File: config.mk
export PLATFORM = sky130hd
export DESIGN_NAME = rowCmdSeq
export DESIGN_NICKNAME = d
export VERILOG_FILES = /design/src/rtl/rowseq_pkg.sv /design/src/rtl/rowSeqPath.sv /design/src/rtl/rowSeqCtrl.sv /design/src/rtl/rowCmdSeq.sv
export SDC_FILE = /design/constraint.sdc
export NUM_CORES = 1
export LEC_CHECK = 0
export ABC_CLOCK_PERIOD_IN_PS = 3300
export BUFFER_PORTS_ARGS = -buffer_cell sky130_fd_sc_hd__buf_4
export CAP_MARGIN = 20
export CORE_MARGIN = 2
export CORE_UTILIZATION = 55
export DETAILED_ROUTE_END_ITERATION = 8
export PLACE_DENSITY_LB_ADDON = 0.08
export SLEW_MARGIN = 20
export SYNTH_ARGS = -nofsm -noshare
export SYNTH_HDL_FRONTEND = slang
export SYNTH_HIERARCHICAL = 1
export SYNTH_SLANG_ARGS = --single-unit
File: constraint.sdc
create_clock -name clk -period 3.3 [get_ports clk]
set_clock_uncertainty 0.15 [all_clocks]
set_input_delay 0 -clock clk [delete_from_list [all_inputs] [get_ports clk]]
set_output_delay 0 -clock clk [all_outputs]
set_load 0.005 [all_outputs]
File: src/rtl/rowseq_pkg.sv
package rowseq_pkg;

  typedef enum logic [2:0] {
    CMD_IDLE = 3'd0,
    CMD_ACT  = 3'd1,
    CMD_RD   = 3'd2,
    CMD_WR   = 3'd3,
    CMD_PRE  = 3'd4,
    CMD_REF  = 3'd5
  } seqCmd_e;

  // strobes from the controller to the datapath, at most one of the do* set
  typedef struct packed {
    logic doAct;
    logic doPre;
    logic doAccess;
    logic doRef;
    logic isWrite;
    logic autoPre;
  } seqStrobe_t;

endpackage

File: src/rtl/rowSeqPath.sv
module rowSeqPath
  import rowseq_pkg::*;
#(
  parameter int NUM_BANKS    = 8,
  parameter int ROW_W        = 14,
  parameter int COL_W        = 10,
  parameter int ACT_GAP      = 3,
  parameter int PRE_GAP      = 2,
  parameter int REF_GAP      = 4,
  parameter int REF_INTERVAL = 7800,
  localparam int BANK_W = $clog2(NUM_BANKS),
  localparam int ADDR_W = (ROW_W > COL_W) ? ROW_W : COL_W
) (
  input  logic              clk,
  input  logic              rstN,
  input  seqStrobe_t        strobe,
  input  logic [BANK_W-1:0] selBank,
  input  logic [BANK_W-1:0] reqBank,
  input  logic [ROW_W-1:0]  reqRow,
  input  logic [COL_W-1:0]  reqCol,
  input  logic              hotFlag,
  output logic              reqOpen,
  output logic              reqHit,
  output logic              reqBankReady,
  output logic              refPending,
  output logic              anyOpen,
  output logic [BANK_W-1:0] firstOpen,
  output logic              firstOpenReady,
  output logic              allReady,
  output logic              cmdValid,
  output logic [2:0]        cmdCode,
  output logic [BANK_W-1:0] cmdBank,
  output logic [ADDR_W-1:0] cmdAddr,
  output logic              cmdAutoPre
);

  localparam int MAX_GAP0 = (ACT_GAP > PRE_GAP) ? ACT_GAP : PRE_GAP;
  localparam int MAX_GAP  = (MAX_GAP0 > REF_GAP) ? MAX_GAP0 : REF_GAP;
  localparam int GAP_W    = $clog2(MAX_GAP + 1);
  localparam int REF_W    = $clog2(REF_INTERVAL + 1);
  localparam logic [REF_W-1:0] FULL_LIM = REF_W'(REF_INTERVAL);
  localparam logic [REF_W-1:0] HALF_LIM = REF_W'(REF_INTERVAL / 2);

  logic [NUM_BANKS-1:0] bankOpen;
  logic [NUM_BANKS-1:0] bankReady;
  logic [ROW_W-1:0]     bankRow [NUM_BANKS];

  // per-bank row state and spacing counter
  for (genvar b = 0; b < NUM_BANKS; b++) begin : g_bank
    logic             picked;
    logic             closeNow;
    logic             openQ;
    logic [ROW_W-1:0] rowQ;
    logic [GAP_W-1:0] cntQ;

    assign picked   = (selBank == BANK_W'(b));
    assign closeNow = picked && (strobe.doPre || (strobe.doAccess && strobe.autoPre));

    always_ff @(posedge clk) begin
      if (!rstN) begin
        openQ <= 1'b0;
        rowQ  <= '0;
        cntQ  <= '0;
      end else begin
        if (strobe.doRef)                cntQ <= GAP_W'(REF_GAP - 1);
        else if (picked && strobe.doAct) cntQ <= GAP_W'(ACT_GAP - 1);
        else if (closeNow)               cntQ <= GAP_W'(PRE_GAP - 1);
        else if (cntQ != '0)             cntQ <= cntQ - 1'b1;

        if (picked && strobe.doAct) begin
          openQ <= 1'b1;
          rowQ  <= reqRow;
        end else if (closeNow) begin
          openQ <= 1'b0;
        end
      end
    end

    assign bankOpen[b]  = openQ;
    assign bankReady[b] = (cntQ == '0);
    assign bankRow[b]   = rowQ;

    AST_GAP_RESPECTED: assert property (@(posedge clk) disable iff (!rstN)
      (picked && (strobe.doAct || strobe.doPre || strobe.doAccess)) |-> (cntQ == '0))
      else $error("bank command inside its gap window");
  end

  // refresh timer, interval halved while hot
  logic [REF_W-1:0] refCnt;
  logic [REF_W-1:0] refLimit;
  logic             refExpire;

  assign refLimit  = hotFlag ? HALF_LIM : FULL_LIM;
  assign refExpire = (refCnt >= refLimit - 1'b1);

  always_ff @(posedge clk) begin
    if (!rstN) begin
      refCnt     <= '0;
      refPending <= 1'b0;
    end else begin
      refCnt <= refExpire ? '0 : refCnt + 1'b1;
      if (refExpire)          refPending <= 1'b1;
      else if (strobe.doRef)  refPending <= 1'b0;
    end
  end

  // status toward the controller
  assign reqOpen        = bankOpen[reqBank];
  assign reqHit         = (bankRow[reqBank] == reqRow);
  assign reqBankReady   = bankReady[reqBank];
  assign anyOpen        = |bankOpen;
  assign allReady       = &bankReady;
  assign firstOpenReady = bankReady[firstOpen];

  always_comb begin
    firstOpen = '0;
    for (int i = NUM_BANKS - 1; i >= 0; i--) begin
      if (bankOpen[i]) firstOpen = BANK_W'(i);
    end
  end

  // registered command outputs
  seqCmd_e nextCode;
  always_comb begin
    if (strobe.doRef)          nextCode = CMD_REF;
    else if (strobe.doPre)     nextCode = CMD_PRE;
    else if (strobe.doAct)     nextCode = CMD_ACT;
    else if (strobe.doAccess)  nextCode = strobe.isWrite ? CMD_WR : CMD_RD;
    else                       nextCode = CMD_IDLE;
  end

  always_ff @(posedge clk) begin
    if (!rstN) begin
      cmdValid   <= 1'b0;
      cmdCode    <= CMD_IDLE;
      cmdBank    <= '0;
      cmdAddr    <= '0;
      cmdAutoPre <= 1'b0;
    end else begin
      cmdValid   <= strobe.doAct | strobe.doPre | strobe.doAccess | strobe.doRef;
      cmdCode    <= nextCode;
      cmdBank    <= strobe.doRef ? '0 : selBank;
      cmdAutoPre <= strobe.doAccess & strobe.autoPre;
      if (strobe.doAct)         cmdAddr <= ADDR_W'(reqRow);
      else if (strobe.doAccess) cmdAddr <= ADDR_W'(reqCol);
      else                      cmdAddr <= '0;
    end
  end

  AST_ACT_ONLY_CLOSED: assert property (@(posedge clk) disable iff (!rstN)
    strobe.doAct |-> !bankOpen[selBank])
    else $error("activate to an open bank");

  AST_ACCESS_ON_HIT: assert property (@(posedge clk) disable iff (!rstN)
    strobe.doAccess |-> (bankOpen[selBank] && bankRow[selBank] == reqRow))
    else $error("access without the requested row open");

  AST_REF_ALL_CLOSED: assert property (@(posedge clk) disable iff (!rstN)
    strobe.doRef |-> (bankOpen == '0))
    else $error("refresh with a bank still open");

  AST_IDLE_CODE: assert property (@(posedge clk) disable iff (!rstN)
    !cmdValid |-> (cmdCode == CMD_IDLE))
    else $error("nonzero code without strobe");

endmodule

File: src/rtl/rowSeqCtrl.sv
module rowSeqCtrl
  import rowseq_pkg::*;
#(
  parameter int NUM_BANKS = 8,
  localparam int BANK_W = $clog2(NUM_BANKS)
) (
  input  logic              reqValid,
  input  logic              reqWrite,
  input  logic              reqAutoPre,
  input  logic [BANK_W-1:0] reqBank,
  input  logic              reqOpen,
  input  logic              reqHit,
  input  logic              reqBankReady,
  input  logic              refPending,
  input  logic              anyOpen,
  input  logic [BANK_W-1:0] firstOpen,
  input  logic              firstOpenReady,
  input  logic              allReady,
  output seqStrobe_t        strobe,
  output logic [BANK_W-1:0] selBank,
  output logic              reqReady
);

  always_comb begin
    strobe  = '0;
    selBank = reqBank;
    if (refPending) begin
      // refresh wins: close banks lowest first, then refresh
      selBank = firstOpen;
      if (anyOpen) strobe.doPre = firstOpenReady;
      else         strobe.doRef = allReady;
    end else if (reqValid && reqBankReady) begin
      if (!reqOpen) begin
        strobe.doAct = 1'b1;
      end else if (!reqHit) begin
        strobe.doPre = 1'b1;
      end else begin
        strobe.doAccess = 1'b1;
        strobe.isWrite  = reqWrite;
        strobe.autoPre  = reqAutoPre;
      end
    end
  end

  assign reqReady = strobe.doAccess;

endmodule

File: src/rtl/rowCmdSeq.sv
module rowCmdSeq
  import rowseq_pkg::*;
#(
  parameter int NUM_BANKS    = 8,
  parameter int ROW_W        = 14,
  parameter int COL_W        = 10,
  parameter int ACT_GAP      = 3,
  parameter int PRE_GAP      = 2,
  parameter int REF_GAP      = 4,
  parameter int REF_INTERVAL = 7800,
  localparam int BANK_W = $clog2(NUM_BANKS),
  localparam int ADDR_W = (ROW_W > COL_W) ? ROW_W : COL_W
) (
  input  logic              clk,
  input  logic              rstN,
  input  logic              hotFlag,
  input  logic              reqValid,
  input  logic              reqWrite,
  input  logic              reqAutoPre,
  input  logic [BANK_W-1:0] reqBank,
  input  logic [ROW_W-1:0]  reqRow,
  input  logic [COL_W-1:0]  reqCol,
  output logic              reqReady,
  output logic              cmdValid,
  output logic [2:0]        cmdCode,
  output logic [BANK_W-1:0] cmdBank,
  output logic [ADDR_W-1:0] cmdAddr,
  output logic              cmdAutoPre
);

  seqStrobe_t        strobe;
  logic [BANK_W-1:0] selBank;
  logic              reqOpen, reqHit, reqBankReady, refPending;
  logic              anyOpen, firstOpenReady, allReady;
  logic [BANK_W-1:0] firstOpen;

  rowSeqCtrl #(.NUM_BANKS(NUM_BANKS)) u_ctrl (
    .reqValid      (reqValid),
    .reqWrite      (reqWrite),
    .reqAutoPre    (reqAutoPre),
    .reqBank       (reqBank),
    .reqOpen       (reqOpen),
    .reqHit        (reqHit),
    .reqBankReady  (reqBankReady),
    .refPending    (refPending),
    .anyOpen       (anyOpen),
    .firstOpen     (firstOpen),
    .firstOpenReady(firstOpenReady),
    .allReady      (allReady),
    .strobe        (strobe),
    .selBank       (selBank),
    .reqReady      (reqReady)
  );

  rowSeqPath #(
    .NUM_BANKS   (NUM_BANKS),
    .ROW_W       (ROW_W),
    .COL_W       (COL_W),
    .ACT_GAP     (ACT_GAP),
    .PRE_GAP     (PRE_GAP),
    .REF_GAP     (REF_GAP),
    .REF_INTERVAL(REF_INTERVAL)
  ) u_path (
    .clk           (clk),
    .rstN          (rstN),
    .strobe        (strobe),
    .selBank       (selBank),
    .reqBank       (reqBank),
    .reqRow        (reqRow),
    .reqCol        (reqCol),
    .hotFlag       (hotFlag),
    .reqOpen       (reqOpen),
    .reqHit        (reqHit),
    .reqBankReady  (reqBankReady),
    .refPending    (refPending),
    .anyOpen       (anyOpen),
    .firstOpen     (firstOpen),
    .firstOpenReady(firstOpenReady),
    .allReady      (allReady),
    .cmdValid      (cmdValid),
    .cmdCode       (cmdCode),
    .cmdBank       (cmdBank),
    .cmdAddr       (cmdAddr),
    .cmdAutoPre    (cmdAutoPre)
  );

  AST_READY_THEN_ACCESS: assert property (@(posedge clk) disable iff (!rstN)
    reqReady |=> (cmdValid && (cmdCode == CMD_RD || cmdCode == CMD_WR)
                  && cmdBank == $past(reqBank)))
    else $error("accepted request not followed by its access");

endmodule

# After elaboration in Yosys (flattened, before gate mapping)
# Cells that the tools add are included.
op_classes:
  addsub: 10
  n_lt_le_gt_ge: 4
  eq_ne: 8
  mux: 91
  bitwise_logic: 7
  n_reduce_logical: 66
ops:
  columns: ["cell", "n"]
  rows:
  - ["$mux 2", 37]
  - ["$bmux 14 s3", 1]
  - ["$mux 14", 3]
  - ["$mux 3", 14]
  - ["$reduce_bool 4->1", 8]
  - ["$reduce_or 4->1", 8]
  - ["$mux 1", 31]
  - ["$logic_not 3->1", 9]
  - ["$reduce_bool 3->1", 8]
  - ["$sub 3x1->3 const B", 8]
  - ["$logic_and 1x1->1", 18]
  - ["$reduce_bool 2->1", 9]
  - ["$eq 14x14->1", 1]
  - ["$add 13x1->13 const B", 1]
  - ["$ge 13x13->1", 1]
  - ["$mux 13", 1]
  - ["$sub 13x1->13 const B", 1]
  - ["$eq 3x3->1 const B", 4]
  - ["$mux 10", 1]
  - ["$bmux 1 s3", 3]
  - ["$lt 3x4->1 const B", 2]
  - ["$reduce_and 8->1", 1]
  - ["$reduce_or 8->1", 1]
  - ["$eq 3x2->1 const B", 2]
  - ["other kinds (9)", 13]
totals:
  reg_bits: 180
  word_cells: 226

# Longest topological paths before layout
# Gate-level depths: netlist (run 1).
logic_depth:
  ltp_word: 17
  ltp_mapped: 17
  depth_no_buf: 13

# By module
# The synthesis (run 1) kept the hierarchy.
modules_own_cells:
  columns: ["module", "instances", "cells_per_inst", "area_each_um2"]
  rows:
  - ["rowSeqPath", 1, 969, 8605.8]
  - ["rowSeqCtrl", 1, 17, 125.1]

# Worst setup path before layout (run 1)
# Ideal clock, no wire load.
synth_timing:
  path_kind: "flip-flop to flip-flop"
  startpoint: "reg u_path.g_bank[7].rowQ[1]"
  endpoint: "reg u_path.g_bank[0].cntQ[1]"
  arrival_time_ns: 2.999
  required_time_ns: 3.030
  setup_slack_ns: 0.031
  path_stages_with_launch: 15
  path_buffers: 1
  period_less_slack_ns: 3.269
  cell_sequence: "dfxtp_1 mux4_2 mux2i_1 xnor2_1 nor4_2 nand4_1 nor3_2 nand2_1 nor3_1 buf_4 a21oi_1 or2_2 nor3_1 a211oi_1 o31a_1"
synth_between:
  elab_chain_cells: 14
synth_rtl:
  columns: ["item", "line_no", "rtl"]
  rows:
  - ["from (decl)", "rowSeqPath.sv:53", "logic [ROW_W-1:0] rowQ;"]
  - ["from (signal assigned)", "rowSeqPath.sv:72", "rowQ <= reqRow;"]
  - ["$bmux 14 s3 (*)", "rowSeqPath.sv:109", "assign reqHit = (bankRow[reqBank] == reqRow);"]
  - ["$mux 14 (implied by the code) (*) (2 in series)", "rowSeqPath.sv:109", null]
  - ["$eq 14x14->1 (*)", "rowSeqPath.sv:109", null]
  - ["net reqHit", "rowCmdSeq.sv:33", "logic reqOpen, reqHit, reqBankReady, refPending;"]
  - ["$mux 1 (*)", "rowSeqCtrl.sv:35", "end else if (!reqHit) begin"]
  - ["$mux 2 (*)", "rowSeqCtrl.sv:33", "if (!reqOpen) begin"]
  - ["$mux 3 (*)", "rowSeqCtrl.sv:32", "end else if (reqValid && reqBankReady) begin"]
  - ["$mux 1 (*)", "rowSeqCtrl.sv:27", "if (refPending) begin"]
  - ["net reqReady", "rowCmdSeq.sv:23", "output logic reqReady,"]
  - ["$logic_and 1x1->1 (*)", "rowSeqPath.sv:57", "assign closeNow = picked && (strobe.doPre || (strobe.doAccess && strobe.autoPre));"]
  - ["$logic_or 1x1->1 (*)", "rowSeqPath.sv:57", null]
  - ["$logic_and 1x1->1 (*)", "rowSeqPath.sv:57", null]
  - ["$mux 2", "rowSeqPath.sv:67", "else if (closeNow) cntQ <= GAP_W'(PRE_GAP - 1);"]
  - ["$mux 2", "rowSeqPath.sv:66", "else if (picked && strobe.doAct) cntQ <= GAP_W'(ACT_GAP - 1);"]
  - ["$mux 2", "rowSeqPath.sv:65", "if (strobe.doRef) cntQ <= GAP_W'(REF_GAP - 1);"]
  - ["to (signal assigned)", "rowSeqPath.sv:65", null]
  - ["to (signal assigned)", "rowSeqPath.sv:66", null]
  - ["to (signal assigned)", "rowSeqPath.sv:67", null]
  - ["to (decl)", "rowSeqPath.sv:54", "logic [GAP_W-1:0] cntQ;"]
# Mark *: on every way through the listed nets, which the timed path passes. The rest lies on a longest branch. The select of a mux whose other input is x is not followed.
# A chain may end at the register's enable or synchronous reset.

==> results of run 1 <==
-- worst paths after layout --
check                                        startpoint                                    end  slack (ns)  depth (start not counted)
setup reg to reg  u_path/g_bank[6].rowQ[3]$_SDFFE_PN0P_  u_path/g_bank[1].cntQ[1]$_SDFFE_PN0P_       -0.16                         14
setup / recovery  u_path/g_bank[6].rowQ[3]$_SDFFE_PN0P_  u_path/g_bank[1].cntQ[1]$_SDFFE_PN0P_       -0.16                         14
hold / removal                                 reqWrite           u_path/cmdCode[0]$_SDFF_PN0_        0.04                          6
hold reg to reg   u_path/g_bank[4].rowQ[5]$_SDFFE_PN0P_  u_path/g_bank[4].rowQ[5]$_SDFFE_PN0P_        0.31                          2
-- worst min-delay path, stage by stage --
cell	delay, ns
buf_4	0.11
inv_1	0.06
nor4_1	0.06
a21oi_1	0.12
o21ai_0	0.08
and2_1	0.15
-- logic make-up after synthesis --
kind of cell / synth area share (%)
DFF: 41.3
buffers and inverters: 5.03
muxes: 10.7
adders and majority gates: 3.15
xor gates and xnor gates: 4.01
AOI/OAI and AO/OA: 16.2
and+or+nand+nor: 19.7
-- where the power goes --
group / internal, uW / switching (uW)
Combinational: 871 / 992
Clock: 1140 / 923
Sequential: 2400 / 107
Total: 4410 / 2020
-- metrics by stage --
stage | power, uW | cell area [um^2] | utilization (%) | std cells | hold slack, ns
5_1_grt | 6790 | 10700 | 68.0 | 1319 | 0.101
3_5_place_dp | 4300 | 9680 | 61.6 | 1261 | 0.110
2_1_floorplan | 3720 | 8730 | - | 986 | 0.0165
3_3_place_gp | 4270 | 9680 | 61.6 | 1261 | 0.106
4_1_cts | 6390 | 10600 | 67.3 | 1319 | 0.0137
6_report | 6430 | 10700 | 68.0 | 1319 | 0.0398
-- registers in the layout, indices dropped and copies added (netlist names), 3 cells and up --
name / count
u_path/g_bank.rowQ: 112
u_path/g_bank.cntQ: 24
u_path/cmdAddr: 14
u_path/refCnt: 13
u_path/g_bank.openQ: 8
u_path/cmdBank: 3
u_path/cmdCode: 3
-- cell type report --
cell class | instances | area (um^2) | area share (%)
Clock buffer | 17 | 425 | 3.98
Tap cell | 216 | 270 | 2.53
Sequential cell | 180 | 3600 | 33.7
Timing Repair Buffer | 156 | 1270 | 11.9
Inverter | 29 | 109 | 1.02
Clock inverter | 14 | 169 | 1.58
Multi-Input combinational cell | 707 | 4840 | 45.3
-- metal layers --
metal | wire length (um) | share of wire [%] | global-route usage, % | vias up
li1 | - | - | - | 3556
met2 | 11000 | 46 | 46.0 | 189
met4 | 545 | 2.3 | 10.3 | 0
met3 | 1060 | 4.5 | 5.33 | 44
met5 | 0 | 0 | 0 | -
met1 | 11200 | 47 | 38.8 | 3579
-- synthesized netlist by cell type (all sizes together) (2+ instances only) --
library cell | n | area, um^2
o31a | 8 | 70.1
and3 | 7 | 43.8
inv | 29 | 109
a221oi | 5 | 43.8
dfxtp | 180 | 3600
o21ai | 14 | 70.1
nor2 | 38 | 143
ha | 22 | 275
nor3 | 18 | 95.1
o22ai | 5 | 31.3
a21o | 2 | 15.0
o41ai | 2 | 32.5
mux2i | 27 | 270
buf | 15 | 124
xor2 | 21 | 184
a211oi | 8 | 60.1
xnor2 | 19 | 166
and2 | 7 | 43.8
mux2 | 14 | 158
a22oi | 10 | 75.1
nand2b | 16 | 100
clkbuf | 55 | 206
a21boi | 120 | 901
or4 | 2 | 15.0
nor2b | 26 | 163
nand4 | 8 | 50.1
o21a | 4 | 30.0
a21oi | 11 | 55.1
nand2 | 238 | 893
mux4 | 22 | 503
nor4 | 4 | 31.3
nand3 | 22 | 110
-- timing repair --
action	CTS	global route
gates resized for setup	9	32
pin swaps	0	11
hold buffers	26	0
endpoints found under the hold margin	141	0
buffers inserted	1	2
endpoints found under the setup margin	22	35
==> results.py, run 1 <==
metrics = {
    "run_status": {
        "outcome": "complete, but fails checks",
        "violations": "negative setup slack",
    },
    "sta": {
        "rsz0062_at_grt": "true",
        "setup_tns_ns": -1.27,
        "post-route-min-period_ns": 3.46,
        "relSlewSlack_pct": 34.4,
        "slew_viol_final": 0,
        "worstMarginPinSlew_ns": 0.985,
        "period_share_pct": 105,
        "setup_viol": 19,
        "hold_viol": 0,
        "setup_slack_ns": -0.161,
        "fmax_ghz": 0.289,
    },
    "cts": {
        "clk_latency_ns": 0.44,
        "cts_buffers": 17,
        "root_buffer": "clkbuf_16",
        "clk_pin_slew_worst_paths_ns": 0.07,
        "cts_htree_levels": 4,
        "cts_tree": "built",
        "cts.sinks": 180,
        "clockBufferDepth": 2,
    },
    "power": {
        "power.density_nw_per_um2": 601,
        "leakagePower_uw": 0.00408,
        "ir_drop_v": 0.000375,
    },
    "detailed_routing": {
        "drtIter0Drc": 532,
        "postRouteAntennaNets": 0,
        "dr_total_vias": 7368,
        "vias_per_cell": 5.59,
        "drt-total-wl_um": 23700,
        "avgRoutedWirePerCell_um": 18.0,
        "drcViolationCount": 0,
        "drt_pass1_iterations": 5,
    },
    "layout": {
        "layout_commonest_cell": "nand2_1",
        "area_growth_pct": 22.5,
        "final_nets": 1146,
        "antenna_cells": 0,
        "fillers": 1237,
        "layout-drive-gt1-share_pct": 20.4,
        "final_cell_mix": "nand2_1 (237), dfxtp_1 (179), buf_4 (125)",
    },
    "synthesis": {
        "ys_warn_count": 6,
        "ys_ff_latch": 180,
        "ys.flop_type": "dfxtp_1",
        "ys_async_sr_fraction_pct": 0,
        "synth_edf_count": 0,
        "synthCells": 986,
        "synth_seq_area_share_pct": 41.3,
        "avgSynthCellArea_um2": 8.85,
        "netlist_area_um2": 8730,
        "syn_nets": 1041,
        "ys_types": 48,
    },
    "global_route": {
        "antenna_found_initial": 0,
        "track_usage_pct": 28.6,
        "grt_pass1_vias": 7021,
        "overflow": 0,
        "grt_max_degree": 115,
        "grt_pass1_wl_um": 36800,
    },
    "floorplan": {
        "fp.coreArea_um2": 15700,
        "dieArea_um2": 16900,
        "start_util_pct": 55.6,
        "core.rowCount": 46,
        "io_pins": 56,
        "die_h_um": 130,
        "die_w_um": 130,
    },
    "place": {
        "place_hpwl_um": 15400,
        "place_ws_ns": -0.259,
        "portBuffers": 55,
        "place_congestion": 0.876,
    },
    "worst_setup_path": {
        "worst_path_max_delay_cell": "mux4_2",
        "cp_max_fo": 4,
        "critPathRequiredTime_ns": 3.47,
        "cp_num_buf_inv": 1,
        "slowest_delay_ns": 0.51,
        "crit_path_cell_trace": "mux4_2 -> mux2i_4 -> xnor2_2 -> nor4_2 -> nand4_1 -> nor3_4 -> nand2_2 -> nor4_4 -> a21oi_2 -> nand2b_2 -> nor3_1 -> buf_4 -> a211oi_1 -> o31a_1",
        "endpoint_kind": "flip-flop",
        "critical_path_class": "flip-flop to flip-flop",
        "crit_path_start_kind": "flip-flop",
        "crit_arrival_ns": 3.63,
        "critical_path.top_delay_family": "simple AND/OR/NAND/NOR gates",
    },
    "run": {
        "maxCapViolCount": 0,
    },
    "min_path": {
        "hold_path.class": "input port to flip-flop",
    },
}
Note: power is estimated with default switching activity, not from simulation.
==> inputs of run 2 (changes only) <==
--- a/config.mk
+++ b/config.mk
@@ -12,6 +12,7 @@
 export CORE_UTILIZATION = 55
 export DETAILED_ROUTE_END_ITERATION = 8
 export PLACE_DENSITY_LB_ADDON = 0.08
+export SETUP_SLACK_MARGIN = 0.15
 export SLEW_MARGIN = 20
 export SYNTH_ARGS = -nofsm -noshare
 export SYNTH_HDL_FRONTEND = slang
==> run 2 against run 1 <==
Compared with the run above:
- the run still ends with negative setup slack left
- register-to-register slack worse by 0.04 ns
- global-route usage down 0.34 points
- clock-buffer cell count up 1
- total power up 3.2%
- combinational power up 6%
- core utilization up 1.4 points
- critical path type unchanged
- critical endpoint is now u_path/g_bank[1].cntQ[0]$_SDFFE_PN0P_
- highest routed layer unchanged
==> results.py, run 2 (synthesis results as in run 1) <==
metrics = {
    "worst_setup_path": {
        "worstRegToRegCells": 17,
        "rrSetupSlack_ns": -0.20,
        "worst_path_max_delay_cell": "mux4_2",
        "critical_path_class": "flip-flop to flip-flop",
        "timing.rr.end": "u_path/g_bank[1].cntQ[0]$_SDFFE_PN0P_",
        "cpMostUsedCell": "buf_6",
        "startpoint": "u_path/g_bank[7].rowQ[1]$_SDFFE_PN0P_",
        "r2r_start": "u_path/g_bank[7].rowQ[1]$_SDFFE_PN0P_",
        "cp_max_fo": 4,
        "slowest_delay_ns": 0.47,
        "crit_end": "u_path/g_bank[1].cntQ[0]$_SDFFE_PN0P_",
        "crit_arrival_ns": 3.66,
        "crit_path_cell_trace": "mux4_2 -> mux2i_1 -> xnor2_1 -> nor4_2 -> nand4_1 -> nor3_4 -> buf_4 -> buf_6 -> buf_6 -> o41ai_4 -> a21oi_4 -> nand2b_4 -> nor3_4 -> buf_6 -> buf_6 -> o21ai_2 -> a21boi_1",
        "critPathRequiredTime_ns": 3.46,
        "endpoint_kind": "flip-flop",
        "crit_path_start_kind": "flip-flop",
    },
    "layout": {
        "fillers": 1241,
        "largest_reg_flops": 112,
        "regArea_um2": 3600,
        "final_nets": 1146,
        "top_regs": "u_path/g_bank.rowQ: 112 flops, u_path/g_bank.cntQ: 24 flops, u_path/cmdAddr: 14 flops",
        "antenna_cells": 0,
        "layout_commonest_cell": "nand2_1",
        "area_growth_pct": 24.9,
        "multiInputGateArea_um2": 4940,
        "layout-drive-gt1-share_pct": 22.1,
        "finalNonFillerCells": 1320,
        "largest_register": "u_path/g_bank.rowQ",
        "final_cell_mix": "nand2_1 (235), dfxtp_1 (179), buf_4 (109)",
    },
    "detailed_routing": {
        "drt_pass1_iterations": 5,
        "drcViolationCount": 0,
        "postRouteAntennaNets": 0,
        "drt-total-wl_um": 23700,
        "avgRoutedWirePerCell_um": 18.0,
        "vias_per_cell": 5.53,
        "dr_total_vias": 7303,
        "drtIter0Drc": 506,
    },
    "floorplan": {
        "fp.coreArea_um2": 15700,
        "die_w_um": 130,
        "die_h_um": 130,
        "dieArea_um2": 16900,
        "io_pins": 56,
        "core.rowCount": 46,
        "start_util_pct": 55.6,
    },
    "global_route": {
        "grt_pass1_vias": 6948,
        "overflow": 0,
        "grt_max_degree": 77,
        "track_usage_pct": 28.3,
        "antenna_found_initial": 0,
        "grt_pass1_wl_um": 36600,
    },
    "sta": {
        "setup_slack_ns": -0.203,
        "setup_viol": 56,
        "hold_viol": 0,
        "whs_ns": 0.0637,
        "worstMarginPinSlew_ns": 0.980,
        "relSlewSlack_pct": 34.6,
        "fmax_ghz": 0.286,
        "rsz0062_at_grt": "true",
        "post-route-min-period_ns": 3.50,
        "slew_viol_final": 0,
        "period_share_pct": 106,
    },
    "cts": {
        "clk_pin_slew_worst_paths_ns": 0.07,
        "root_buffer": "clkbuf_16",
        "cts_buffers": 17,
        "cts.sinks": 180,
        "cts_htree_levels": 4,
        "clk_latency_ns": 0.43,
        "clockBufferDepth": 2,
        "cts_tree": "built",
    },
    "power": {
        "power.density_nw_per_um2": 608,
        "leakagePower_uw": 0.00415,
        "ir_drop_v": 0.000344,
    },
    "min_path": {
        "hold_path.class": "input port to flip-flop",
        "min_path_cells": 6,
    },
    "run_status": {
        "outcome": "complete, but fails checks",
        "violations": "negative setup slack",
    },
    "place": {
        "place_congestion": 0.867,
        "dp_cells": 1249,
        "place_hpwl_um": 15400,
        "portBuffers": 55,
    },
    "run": {
        "maxCapViolCount": 0,
    },
}
[run 2: report_power, final]
part,internal (uW),leakage [uW],switching (uW)
Combinational,923,0.00239,1050
Sequential,2400,0.00146,112
Clock,1240,0.000300,909
[run 2: how the worst min path moves through the flow]
| stage | slack, ns | to | start |
|---|---|---|---|
| after floorplan | 0.02 | u_path/cmdAddr[0]$_SDFF_PN0_ | reqCol[0] |
| after global placement | 0.10 | u_path/cmdAddr[4]$_SDFF_PN0_ | reqCol[4] |
| after detailed placement | 0.11 | u_path/cmdAddr[3]$_SDFF_PN0_ | reqCol[3] |
| after CTS | 0.06 | u_path/cmdCode[0]$_SDFF_PN0_ | reqWrite |
| after global routing | 0.09 | u_path/cmdCode[0]$_SDFF_PN0_ | reqWrite |
| final | 0.06 | u_path/cmdCode[0]$_SDFF_PN0_ | reqWrite |
[run 2: worst max-delay path, delay by kind of cell, from the launching register on]
kind,cells,cell delay [ns]
buf+inv,5,0.56
simple gates,5,1.05
xor+xnor,1,0.12
mux,2,0.66
flops,1,0.33
compound gates,4,0.51
[run 2: layout make-up]
cell class                      count  area share (%)
Clock inverter                     14            1.74
Sequential cell                   180            33.1
Clock buffer                       18            4.03
Inverter                           29           0.998
Tap cell                          216            2.48
Timing Repair Buffer              156            12.4
Multi-Input combinational cell    707            45.3
[run 2: routing by layer]
layer | part of all wire (%) | up-vias | track usage (%) | wire length [um]
li1 | - | 3561 | - | -
met3 | 6.4 | 38 | 5.99 | 1510
met4 | 1.7 | 0 | 7.65 | 405
met1 | 45 | 3459 | 38.7 | 10800
met5 | 0 | - | 0 | 0
met2 | 47 | 245 | 45.8 | 11000
[run 2: per-stage QoR]
step           TNS, ns  area [um^2]  total power (uW)  worst slack (ns)  utilization, %
2_1_floorplan        0         8740              3720             0.184               -
3_3_place_gp     -2.42         9620              4270            -0.307            61.3
3_5_place_dp     -2.99         9620              4290            -0.311            61.3
4_1_cts         -0.546        10800              6560           -0.0879            68.5
5_1_grt         -19.50        10900              6940            -0.291            69.4
6_report         -3.99        10900              6630            -0.203            69.4
[run 2: what timing repair did]
action                                  4_1_cts  5_1_grt
endpoints found under the hold margin       146        0
resized for setup                            52       32
pin swaps                                    25       13
gates cloned                                  0        1
endpoints found under the setup margin       31      158
buffers inserted                              6        5
hold buffers                                 27        0
==> inputs of run 3 (changes only) <==
--- a/config.mk
+++ b/config.mk
@@ -16,5 +16,4 @@
 export SLEW_MARGIN = 20
 export SYNTH_ARGS = -nofsm -noshare
 export SYNTH_HDL_FRONTEND = slang
-export SYNTH_HIERARCHICAL = 1
 export SYNTH_SLANG_ARGS = --single-unit
==> run 3 against run 2 <==
Compared with the run above:
- critical path type unchanged
- die area is 0.75% lower
- cell count is 0.61% lower
- total power shrank 4.2%
- the flow now finishes without violations
- largest cell class unchanged
- core utilization down 2.2 points
- clock-buffer cell count is 3 higher
- sequential share of layout area grew 2.0 points
==> results.py, run 3 <==
metrics = {
    "run_status": {
        "outcome": "completed",
    },
    "detailed_routing": {
        "drtIter0Drc": 685,
        "postRouteAntennaNets": 0,
        "drt-total-wl_um": 23700,
        "drcViolationCount": 0,
        "dr_total_vias": 7411,
        "vias_per_cell": 5.65,
        "drt_pass1_iterations": 5,
        "avgRoutedWirePerCell_um": 18.1,
    },
    "floorplan": {
        "core.rowCount": 45,
        "start_util_pct": 56.6,
        "die_h_um": 130,
        "io_pins": 56,
        "dieArea_um2": 16800,
        "fp.coreArea_um2": 15300,
        "die_w_um": 130,
    },
    "worst_setup_path": {
        "cp_num_buf_inv": 5,
        "crit_arrival_ns": 3.14,
        "critical_path.top_delay_family": "buffers and inverters",
        "critical_path_class": "flip-flop to flip-flop",
        "critPathRequiredTime_ns": 3.47,
        "slowest_delay_ns": 0.54,
        "crit_path_start_kind": "flip-flop",
        "crit_path_cell_trace": "inv_1 -> ha_1 -> nor2b_1 -> buf_4 -> mux4_2 -> nand2_2 -> a21oi_1 -> and2_4 -> inv_1 -> nor2_1 -> buf_4 -> and3_1 -> dlygate4sd3_1",
        "cp.depth": 13,
        "cp_max_fo": 6,
        "worst_path_max_delay_cell": "dlygate4sd3_1",
        "endpoint_kind": "flip-flop",
        "worstRegToRegCells": 13,
    },
    "power": {
        "p_seq_share_pct": 39.6,
        "combPwrFrac_pct": 27.1,
        "power.density_nw_per_um2": 617,
        "p_sw_uw": 1900,
        "switching_share_pct": 29.9,
        "leakagePower_uw": 0.00400,
        "p_int_uw": 4450,
        "clkPwrFrac_pct": 33.3,
        "ir_drop_v": 0.000420,
    },
    "layout": {
        "layout-drive-gt1-share_pct": 15.0,
        "multiInputGateArea_um2": 4700,
        "layout_commonest_cell": "nand2_1",
        "final_cell_mix": "nand2_1 (267), dfxtp_1 (179), buf_4 (97)",
        "top_regs": "u_path.g_bank.rowQ: 112 flops, u_path.g_bank.cntQ: 24 flops, u_path.cmdAddr: 14 flops",
        "regArea_um2": 3600,
        "fillers": 1304,
        "largest_reg_flops": 112,
        "largest_register": "u_path.g_bank.rowQ",
        "antenna_cells": 0,
        "area_growth_pct": 18.7,
        "final_nets": 1143,
    },
    "global_route": {
        "grt_pass1_vias": 6852,
        "track_usage_pct": 29.1,
        "antenna_found_initial": 0,
        "grt_pass1_wl_um": 37300,
        "overflow": 0,
        "grt_max_degree": 57,
    },
    "place": {
        "portBuffers": 55,
        "place_hpwl_um": 15400,
        "place_congestion": 0.947,
        "place_ws_ns": 0.248,
    },
    "sta": {
        "slew_viol_final": 0,
        "rsz0062_at_grt": "false",
        "setup_viol": 0,
        "setup_slack_ns": 0.323,
        "setup_tns_ns": 0,
        "period_share_pct": 90.2,
        "relSlewSlack_pct": 51.4,
        "worstMarginPinSlew_ns": 0.727,
        "post-route-min-period_ns": 2.98,
        "fmax_ghz": 0.336,
        "hold_viol": 0,
    },
    "cts": {
        "clk_pin_slew_worst_paths_ns": 0.06,
        "cts_htree_levels": 4,
        "clockBufferDepth": 2,
        "postCtsSetupBuffers": 0,
        "cts_buffers": 17,
        "clk_latency_ns": 0.43,
        "root_buffer": "clkbuf_16",
        "cts.sinks": 180,
        "cts_tree": "built",
    },
    "synthesis": {
        "synth_edf_count": 0,
        "synthTopCellsByCount": "nand2_1 (268), dfxtp_1 (180), a21boi_1 (71)",
        "synth_area_leader_cell": "dfxtp_1",
        "ys_types": 55,
        "ys_ff_latch": 180,
        "ys_warn_count": 0,
        "ys.flop_type": "dfxtp_1",
        "synth_seq_area_share_pct": 41.6,
        "synthCells": 1009,
        "avgSynthCellArea_um2": 8.59,
        "ys_async_sr_fraction_pct": 0,
        "netlist_area_um2": 8660,
        "yosysMostFrequentCell": "nand2_1",
        "syn_nets": 1064,
        "synth.top_cell.area_share_pct": 41.6,
        "yosys-top-cells-area": "dfxtp_1 (42%), nand2_1 (12%), a21boi_1 (6.2%)",
    },
    "run": {
        "maxCapViolCount": 0,
    },
    "min_path": {
        "hold_path.class": "input port to flip-flop",
        "min_path_cells": 3,
    },
}
## run 3: per-stage QoR
stage / cells / power (uW) / area [um^2] / util (%) / hold slack (ns)
floorplan: 1009 / 3690 / 8660 / - / -0.0244
global placement: 1250 / 4180 / 9350 / 61.1 / 0.0613
detailed placement: 1250 / 4190 / 9350 / 61.1 / 0.0629
CTS: 1312 / 6330 / 10300 / 67.0 / 0.161
global route: 1312 / 6700 / 10300 / 67.2 / 0.172
finish: 1312 / 6350 / 10300 / 67.2 / 0.184
## run 3: layout make-up
cell class	instances	area share, %
clock inverters	11	1.53
inverters	22	0.803
multi-input cells	740	45.7
repair buffers	127	10.0
flip-flops and latches	180	35.0
well taps	211	2.57
clock buffers	21	4.38
## run 3: timing repair
item	CTS	global route
hold buffers	30	0
gates resized for setup	0	9
hold endpoints to repair	145	0
setup endpoints to repair	0	14
## run 3: logic make-up (layout without fill, tap and decap cells)
group	count (synthesis)	after routing	share of synthesized area [%]
flip-flops	180	180	41.6
XOR/XNOR	31	31	3.13
AO/OA/AOI/OAI	213	213	17.9
AND/OR/NAND/NOR	409	409	20.0
multiplexers	65	65	9.69
buffers and inverters	89	181	4.55
adder cells (fa/ha/maj)	22	22	3.18
## run 3: routing by layer
metal	up-vias	wire, um	track usage, %
met4	0	256	6.83
met1	3542	11000	40.7
met2	250	10800	45.9
met5	-	0	0
li1	3589	-	-
met3	30	1620	6.77
## run 3: power groups by stage
stage	Combinational, uW	Clock, uW	Sequential, uW
finish	1720	2110	2520
global route	1910	2240	2540
CTS	1670	2140	2510
detailed placement	1630	0	2560
global placement	1620	0	2550
floorplan	1160	0	2530
## run 3: worst reg2reg max path, stage by stage (launching register included)
cell and delay [ns]:
dfxtp_2 0.34, inv_1 0.06, ha_1 0.20, nor2b_1 0.13, buf_4 0.16, mux4_2 0.49
nand2_2 0.11, a21oi_1 0.08, and2_4 0.18, inv_1 0.05, nor2_1 0.04, buf_4 0.15
and3_1 0.18, dlygate4sd3_1 0.54
## run 3: worst paths after layout
check / from / slack [ns] / to
hold / removal: reqCol[7] / 0.18 / u_path.cmdAddr[7]$_SDFF_PN0_
setup reg to reg: u_path.g_bank[7].cntQ[0]$_SDFFE_PN0P_ / 0.32 / u_path.cmdAutoPre$_SDFF_PN0_
hold reg to reg: u_path.g_bank[1].rowQ[9]$_SDFFE_PN0P_ / 0.30 / u_path.g_bank[1].rowQ[9]$_SDFFE_PN0P_
setup / recovery: u_path.g_bank[7].cntQ[0]$_SDFFE_PN0P_ / 0.32 / u_path.cmdAutoPre$_SDFF_PN0_
